$ cat src/rtl/tmr_pkg.sv
package tmr_pkg;
  localparam int NCH    = 3;
  localparam int DATA_W = 8;
  localparam int MODE_W = 3;
  localparam int AW     = 2;

  // access field; ACC_NONE doubles as "nothing captured"
  typedef enum logic [1:0] {
    ACC_NONE = 2'd0,
    ACC_LO   = 2'd1,
    ACC_HI   = 2'd2,
    ACC_WORD = 2'd3
  } acc_e;
endpackage

$ cat src/rtl/tmr_ctl_dec.sv
module tmr_ctl_dec
  import tmr_pkg::*;
#(
  parameter int N_CH  = NCH,
  parameter int DW    = DATA_W
) (
  input  logic              wr_i,
  input  logic [AW-1:0]     addr_i,
  input  logic [DW-1:0]     wdata_i,
  output logic [N_CH-1:0]   cfg_we_o,
  output logic [N_CH-1:0]   cnt_lat_o,
  output logic [N_CH-1:0]   st_lat_o,
  output acc_e              cfg_acc_o,
  output logic [MODE_W-1:0] cfg_mode_o,
  output logic              cfg_bcd_o
);
  logic [1:0]        sel;
  logic [MODE_W-1:0] raw_mode;
  logic              is_ctl;

  always_comb begin
    sel        = wdata_i[7:6];
    raw_mode   = wdata_i[3:1];
    is_ctl     = wr_i && (addr_i == 2'd3);
    cfg_acc_o  = acc_e'(wdata_i[5:4]);
    cfg_bcd_o  = wdata_i[0];
    // modes 6/7 alias 2/3
    cfg_mode_o = (raw_mode[2] && raw_mode[1]) ? {1'b0, raw_mode[1:0]} : raw_mode;
    cfg_we_o   = '0;
    cnt_lat_o  = '0;
    st_lat_o   = '0;
    if (is_ctl) begin
      for (int c = 0; c < N_CH; c++) begin
        if (sel == 2'd3) begin
          if (wdata_i[c+1]) begin
            cnt_lat_o[c] = !wdata_i[5];
            st_lat_o[c]  = !wdata_i[4];
          end
        end else if (sel == 2'(c)) begin
          if (wdata_i[5:4] == 2'd0) cnt_lat_o[c] = 1'b1;
          else                      cfg_we_o[c]  = 1'b1;
        end
      end
    end
  end
endmodule

$ cat src/rtl/tmr_chan_regs.sv
module tmr_chan_regs
  import tmr_pkg::*;
#(
  parameter int  DW    = DATA_W,
  localparam int CW    = 2 * DW
) (
  input  logic              clk_i,
  input  logic              rst_ni,
  input  logic              cfg_we_i,
  input  acc_e              cfg_acc_i,
  input  logic [MODE_W-1:0] cfg_mode_i,
  input  logic              cfg_bcd_i,
  input  logic              cnt_lat_i,
  input  logic              st_lat_i,
  input  logic              wr_en_i,
  input  logic [DW-1:0]     wdata_i,
  input  logic              rd_en_i,
  input  logic [CW-1:0]     live_cnt_i,
  input  logic              out_lvl_i,
  input  logic              cnt_loaded_i,
  output logic              load_o,
  output logic [CW-1:0]     load_val_o,
  output logic [MODE_W-1:0] mode_o,
  output logic              bcd_o,
  output logic [DW-1:0]     rdata_o
);
  acc_e          acc_q, lat_q;
  logic          wr_hi_q, rd_hi_q, null_q, st_vld_q;
  logic [DW-1:0] lo_hold_q, st_q;
  logic [CW-1:0] lat_cnt_q;
  logic          ld_now;
  logic [CW-1:0] ld_val;

  always_comb begin
    ld_now = 1'b0;
    ld_val = '0;
    if (wr_en_i) begin
      unique case (acc_q)
        ACC_LO:   begin ld_now = 1'b1; ld_val = {{DW{1'b0}}, wdata_i}; end
        ACC_HI:   begin ld_now = 1'b1; ld_val = {wdata_i, {DW{1'b0}}}; end
        ACC_WORD: begin ld_now = wr_hi_q; ld_val = {wdata_i, lo_hold_q}; end
        default:  ;
      endcase
    end
  end

  always_ff @(posedge clk_i or negedge rst_ni) begin
    if (!rst_ni) begin
      acc_q      <= ACC_WORD;
      mode_o     <= '0;
      bcd_o      <= 1'b0;
      wr_hi_q    <= 1'b0;
      rd_hi_q    <= 1'b0;
      lo_hold_q  <= '0;
      null_q     <= 1'b0;
      lat_q      <= ACC_NONE;
      lat_cnt_q  <= '0;
      st_vld_q   <= 1'b0;
      st_q       <= '0;
      load_o     <= 1'b0;
      load_val_o <= '0;
    end else begin
      load_o <= ld_now;
      if (ld_now) load_val_o <= ld_val;

      if (wr_en_i && acc_q == ACC_WORD) begin
        wr_hi_q <= !wr_hi_q;
        if (!wr_hi_q) lo_hold_q <= wdata_i;
      end

      if (ld_now)            null_q <= 1'b1;
      else if (cnt_loaded_i) null_q <= 1'b0;

      if (rd_en_i) begin
        if (st_vld_q)              st_vld_q <= 1'b0;
        else if (lat_q != ACC_NONE) lat_q   <= (lat_q == ACC_WORD) ? ACC_HI : ACC_NONE;
        else if (acc_q == ACC_WORD) rd_hi_q <= !rd_hi_q;
      end

      if (cfg_we_i) begin
        acc_q   <= cfg_acc_i;
        mode_o  <= cfg_mode_i;
        bcd_o   <= cfg_bcd_i;
        wr_hi_q <= 1'b0;
        rd_hi_q <= 1'b0;
      end

      if (cnt_lat_i && lat_q == ACC_NONE) begin
        lat_q     <= acc_q;
        lat_cnt_q <= live_cnt_i;
      end

      if (st_lat_i && !st_vld_q) begin
        st_vld_q <= 1'b1;
        st_q     <= DW'({out_lvl_i, null_q, acc_q, mode_o, bcd_o});
      end
    end
  end

  always_comb begin
    if (st_vld_q)
      rdata_o = st_q;
    else if (lat_q != ACC_NONE)
      rdata_o = (lat_q == ACC_HI) ? lat_cnt_q[CW-1:DW] : lat_cnt_q[DW-1:0];
    else if (acc_q == ACC_HI || (acc_q == ACC_WORD && rd_hi_q))
      rdata_o = live_cnt_i[CW-1:DW];
    else
      rdata_o = live_cnt_i[DW-1:0];
  end
endmodule

$ cat src/rtl/tmr_bus_if.sv
module tmr_bus_if
  import tmr_pkg::*;
#(
  parameter int  DW = DATA_W,
  localparam int CW = 2 * DW
) (
  input  logic                  clk_i,
  input  logic                  rst_ni,
  input  logic [AW-1:0]         addr_i,
  input  logic [DW-1:0]         wdata_i,
  input  logic                  wr_i,
  input  logic                  rd_i,
  output logic [DW-1:0]         rdata_o,
  output logic [NCH-1:0]        load_o,
  output logic [NCH*CW-1:0]     load_val_o,
  output logic [NCH*MODE_W-1:0] mode_o,
  output logic [NCH-1:0]        bcd_o,
  input  logic [NCH*CW-1:0]     live_cnt_i,
  input  logic [NCH-1:0]        out_lvl_i,
  input  logic [NCH-1:0]        cnt_loaded_i
);
  logic [NCH-1:0]    cfg_we, cnt_lat, st_lat;
  acc_e              cfg_acc;
  logic [MODE_W-1:0] cfg_mode;
  logic              cfg_bcd;
  logic [DW-1:0]     ch_rd [NCH];

  tmr_ctl_dec #(.N_CH(NCH), .DW(DW)) u_dec (
    .wr_i      (wr_i),
    .addr_i    (addr_i),
    .wdata_i   (wdata_i),
    .cfg_we_o  (cfg_we),
    .cnt_lat_o (cnt_lat),
    .st_lat_o  (st_lat),
    .cfg_acc_o (cfg_acc),
    .cfg_mode_o(cfg_mode),
    .cfg_bcd_o (cfg_bcd)
  );

  for (genvar c = 0; c < NCH; c++) begin : g_ch
    tmr_chan_regs #(.DW(DW)) u_regs (
      .clk_i       (clk_i),
      .rst_ni      (rst_ni),
      .cfg_we_i    (cfg_we[c]),
      .cfg_acc_i   (cfg_acc),
      .cfg_mode_i  (cfg_mode),
      .cfg_bcd_i   (cfg_bcd),
      .cnt_lat_i   (cnt_lat[c]),
      .st_lat_i    (st_lat[c]),
      .wr_en_i     (wr_i && addr_i == AW'(c)),
      .wdata_i     (wdata_i),
      .rd_en_i     (rd_i && addr_i == AW'(c)),
      .live_cnt_i  (live_cnt_i[c*CW +: CW]),
      .out_lvl_i   (out_lvl_i[c]),
      .cnt_loaded_i(cnt_loaded_i[c]),
      .load_o      (load_o[c]),
      .load_val_o  (load_val_o[c*CW +: CW]),
      .mode_o      (mode_o[c*MODE_W +: MODE_W]),
      .bcd_o       (bcd_o[c]),
      .rdata_o     (ch_rd[c])
    );
  end

  always_comb begin
    rdata_o = '0;
    for (int c = 0; c < NCH; c++)
      if (addr_i == AW'(c)) rdata_o = ch_rd[c];
  end
endmodule

$ cat config.mk
export PLATFORM = sky130hd
export DESIGN_NAME = tmr_bus_if
export DESIGN_NICKNAME = d
export VERILOG_FILES = /design/src/rtl/tmr_pkg.sv /design/src/rtl/tmr_ctl_dec.sv /design/src/rtl/tmr_chan_regs.sv /design/src/rtl/tmr_bus_if.sv
export SDC_FILE = /design/constraint.sdc
export NUM_CORES = 1
export LEC_CHECK = 0
export ABC_CLOCK_PERIOD_IN_PS = 3200
export CAP_MARGIN = 5
export CORE_AREA = 2 2 142 144
export CTS_BUF_LIST = sky130_fd_sc_hd__clkbuf_4
export CTS_CLUSTER_SIZE = 24
export DETAILED_ROUTE_END_ITERATION = 8
export DIE_AREA = 0 0 144 146
export GPL_ROUTABILITY_DRIVEN = 0
export PLACE_DENSITY = 0.76
export SYNTH_ARGS = -nofsm -noshare
export SYNTH_HDL_FRONTEND = slang
export SYNTH_SLANG_ARGS = --single-unit
$ cat constraint.sdc
create_clock -name clk_i -period 3.2 [get_ports clk_i]
set_clock_uncertainty 0.15 [all_clocks]
set_input_delay 0.64 -clock clk_i [delete_from_list [all_inputs] [get_ports clk_i]]
set_output_delay 0.64 -clock clk_i [all_outputs]
set_load 0.05 [all_outputs]
==> results.sh <==
export IMPL_grt_setup_unrepaired="true"
export IMPL_yosys_top_cells_area="sky130_fd_sc_hd__dfrtp_1, sky130_fd_sc_hd__mux2_2, sky130_fd_sc_hd__nand3_1"
export IMPL_worstPathRequired_ns=2.41
export IMPL_critPathLaunch="g_ch[0].u_regs.acc_q[0]"
export IMPL_fillCellCount=1637
export IMPL_timing_rr_start="g_ch[1].u_regs.acc_q[0]"
export IMPL_design_die_area_um2=21000
export IMPL_synth_sequential_area_ratio=0.534
export IMPL_cts_sinks=183
export IMPL_yosys_register_bits=183
export IMPL_syn_mean_instance_area_um2=11.2
export IMPL_crit_path_end="rdata_o[2]"
export IMPL_final_cell_mix="sky130_fd_sc_hd__dfrtp_1, sky130_fd_sc_hd__clkdlybuf4s50_1, sky130_fd_sc_hd__mux2_2, sky130_fd_sc_hd__nand3_1"
export IMPL_vias=6596
export IMPL_synthesis_nets=845
export IMPL_first_pass_iters=5
export IMPL_slew_limit_headroom=0.568
export IMPL_final_common_cell="sky130_fd_sc_hd__dfrtp_1"
export IMPL_grt_overflow_total=0
export IMPL_critical_path_arrival_ns=2.81
export IMPL_critical_path_class="flip-flop to output pin"
export IMPL_mappedNetlistArea_um2=8590
export IMPL_initial_core_util=0.444
export IMPL_worst_slew_pin_transition_ns=0.645
export IMPL_clock_power_share=0.156
export IMPL_place_inst=1161
export IMPL_max_clock_freq_mhz=278
export IMPL_hold_path_class="flip-flop to flip-flop"
export IMPL_design_portCount=139
export IMPL_initial_antenna_violation_count=1
export IMPL_p_per_area_nw_per_um2=769
export IMPL_die_h_um=146
export IMPL_postLayoutSetupSlackWorst_ns=-0.397
export IMPL_clk_pin_slew_worst_paths_ns=0.14
export IMPL_grt_use_met3=0.0490
export IMPL_post_synth_top_area_cell="sky130_fd_sc_hd__dfrtp_1"
export IMPL_remaining_drc_errors=0
export IMPL_place_detailed_hpwl_um=15700
export IMPL_finish_utilization=0.575
export IMPL_grt_peak_use_layer="met2"
export IMPL_insertion_delay_ns=0.59
export IMPL_final_layout_size_suffix_gt1_frac=0.273
export IMPL_rows=51
export IMPL_grt_pass1_wl_um=35800
export IMPL_timing_final_max_slew_violations=0
export IMPL_postSynthCellCount=765
export IMPL_ys_warn_count=0
export IMPL_tritoncts_clock_tree="done"
export IMPL_first_global_vias=6602
export IMPL_power_leakage_nw=4.95
export IMPL_cts_root_buffer="sky130_fd_sc_hd__clkbuf_4"
export IMPL_final_instance_count_excl_fill=1206
export IMPL_cp_start_kind="flip-flop"
export IMPL_met2_usage=0.347
export IMPL_final_ant_viol_nets=0
export IMPL_route_final_wire_length_um=22300
export IMPL_core_um2=19300
export IMPL_setup_worst_path_end_class="output pin"
export IMPL_sw_frac_of_total=0.416
export IMPL_vdd_drop_max_v=0.000663
export IMPL_finalSetupViolCount=8
export IMPL_async_reset_ff_frac=1.00
export IMPL_cts_buffers=17
export IMPL_synth_edf_count=0
export IMPL_buffer_ports_inserted=138
export IMPL_crit_fanout=7
export IMPL_switching_pwr_mw=3.56
export IMPL_power_frac_comb=0.442
export IMPL_fin_crit_sh=1.12
export IMPL_flow_area_growth_from_synthesis_pct=29.4
export IMPL_r2r_worst_path_cells=8
export IMPL_final_nets=1007
export IMPL_r2r_endpoint="g_ch[1].u_regs.load_val_o[0]"
export IMPL_htree_num_levels=4
export IMPL_p_seq_frac=0.402
export IMPL_outcome="finished, violations left"
export IMPL_synth_largest_type_area_fraction=0.516
export IMPL_wire_per_inst_um=18.5
export IMPL_dominantRegCellSynth="sky130_fd_sc_hd__dfrtp_1"
export IMPL_failed_checks="setup timing"
export IMPL_first_iter_violations=412
export IMPL_rrSetupSlack_ns=0.62
export IMPL_cap_viol_max_count=0
export IMPL_die_width_um=144
export IMPL_post_drt_via_cell_ratio=5.47
export IMPL_hold_slack_ns=0.342
export IMPL_min_period_ns=3.60
export IMPL_internal_power_mw=4.99
export IMPL_largest_net_degree_at_the_start_of_global_routing=70
export IMPL_netlist_cell_type_count=53
export IMPL_globalRouteTotalUtil=0.221
export IMPL_global_route_usage_met1=0.303
export IMPL_clock_tree_buffer_depth=2
export IMPL_dp_worst_setup_slack_ns=-0.128
export IMPL_hold_viol_final=0
==> how the worst min path moves through the flow <==
stage                             startpoint                             to  slack (ns)  depth (start not counted)
3_3_place_gp   g_ch[1].u_regs.load_val_o[15]  g_ch[1].u_regs.load_val_o[15]        0.31                          2
4_1_cts        g_ch[1].u_regs.load_val_o[10]  g_ch[1].u_regs.load_val_o[10]        0.35                          2
5_1_grt        g_ch[1].u_regs.load_val_o[11]  g_ch[1].u_regs.load_val_o[11]        0.37                          2
6_report       g_ch[1].u_regs.load_val_o[15]  g_ch[1].u_regs.load_val_o[15]        0.34                          2
2_1_floorplan                         rst_ni           g_ch[0].u_regs.bcd_o        0.19                          0
3_5_place_dp   g_ch[1].u_regs.load_val_o[10]  g_ch[1].u_regs.load_val_o[10]        0.31                          2
==> worst max-delay path: stages, from the launching register on <==
cell,delay [ns]
sky130_fd_sc_hd__dfstp_2,0.57
sky130_fd_sc_hd__inv_2,0.05
sky130_fd_sc_hd__ha_4,0.16
sky130_fd_sc_hd__a21oi_4,0.13
sky130_fd_sc_hd__buf_12,0.15
sky130_fd_sc_hd__mux2_4,0.30
sky130_fd_sc_hd__o211a_1,0.21
sky130_fd_sc_hd__or4_4,0.49
sky130_fd_sc_hd__buf_12,0.16
==> timing repair <==
item,in CTS,in global routing
hold buffers,1,0
endpoints found under the setup margin,8,8
pin swaps,11,3
setup buffers,5,7
cloned,0,0
endpoints found under the hold margin,52,0
resized for setup,19,4
==> power by group through the flow <==
stage / clock [mW] / combinational, mW / sequential, mW
after global placement: 0 / 3.62 / 3.45
after CTS: 1.37 / 3.76 / 3.43
final: 1.33 / 3.78 / 3.44
after global routing: 1.46 / 4.01 / 3.52
after floorplan: 0 / 1.26 / 4.48
after detailed placement: 0 / 3.68 / 3.46
==> cell families after synthesis <==
logic type                 share of synthesized area
buffers and inverters                         0.0444
xor gates and xnor gates                     0.00408
adders and majority gates                     0.0175
DFF                                            0.534
muxes                                          0.157
AOI/OAI and AO/OA                              0.121
and+or+nand+nor                                0.122
==> per-layer routing <==
metal	wire (µm)	up-vias
met1	9840	3281
li1	-	3069
met3	1460	30
met2	10500	216
met4	538	0
met5	0	-
==> cells in the mapped netlist, types with 6 or more instances <==
cell,number
sky130_fd_sc_hd__nand3_1,57
sky130_fd_sc_hd__a221oi_1,22
sky130_fd_sc_hd__a21oi_1,26
sky130_fd_sc_hd__ha_1,12
sky130_fd_sc_hd__buf_1,7
sky130_fd_sc_hd__a31oi_1,16
sky130_fd_sc_hd__buf_2,9
sky130_fd_sc_hd__buf_4,7
sky130_fd_sc_hd__o21ai_0,43
sky130_fd_sc_hd__nand2_1,35
sky130_fd_sc_hd__a21o_1,7
sky130_fd_sc_hd__mux2_2,115
sky130_fd_sc_hd__a22oi_1,22
sky130_fd_sc_hd__dfstp_2,6
sky130_fd_sc_hd__clkbuf_1,32
sky130_fd_sc_hd__inv_1,33
sky130_fd_sc_hd__nand2b_1,7
sky130_fd_sc_hd__o211a_1,6
sky130_fd_sc_hd__nor2b_1,9
sky130_fd_sc_hd__or4_1,6
sky130_fd_sc_hd__dfrtp_1,177
sky130_fd_sc_hd__nor2_1,53
==> state kept, by name (all words and copies together) (netlist names), 6 cells and up <==
name and count:
g_ch.u_regs.acc_q 6, g_ch.u_regs.load_val_o 48, g_ch.u_regs.lat_cnt_q 48, g_ch.u_regs.lat_q 6
g_ch.u_regs.mode_o 9, g_ch.u_regs.st_q 24, g_ch.u_regs.lo_hold_q 24
==> final cells by class <==
| cell class | count | area (µm²) | share of cell area |
|---|---|---|---|
| flip-flops and latches | 183 | 4590 | 0.413 |
| clock inverters | 15 | 166 | 0.0150 |
| diodes | 1 | 2.50 | 0.000225 |
| inverters | 34 | 128 | 0.0115 |
| well taps | 265 | 332 | 0.0298 |
| multi-input cells | 491 | 3750 | 0.337 |
| repair buffers | 200 | 2020 | 0.182 |
| clock buffers | 17 | 128 | 0.0115 |
==> metrics by stage <==
stage / power, mW / TNS, ns / cell area (µm²)
after floorplan: 5.74 / 0 / 8610
after global placement: 7.06 / -0.338 / 10600
after detailed placement: 7.14 / -0.451 / 10600
after CTS: 8.56 / -3.06 / 11000
after global routing: 9.00 / -3.65 / 11100
final: 8.55 / -2.86 / 11100
Note: power is estimated with default switching activity, not from simulation.
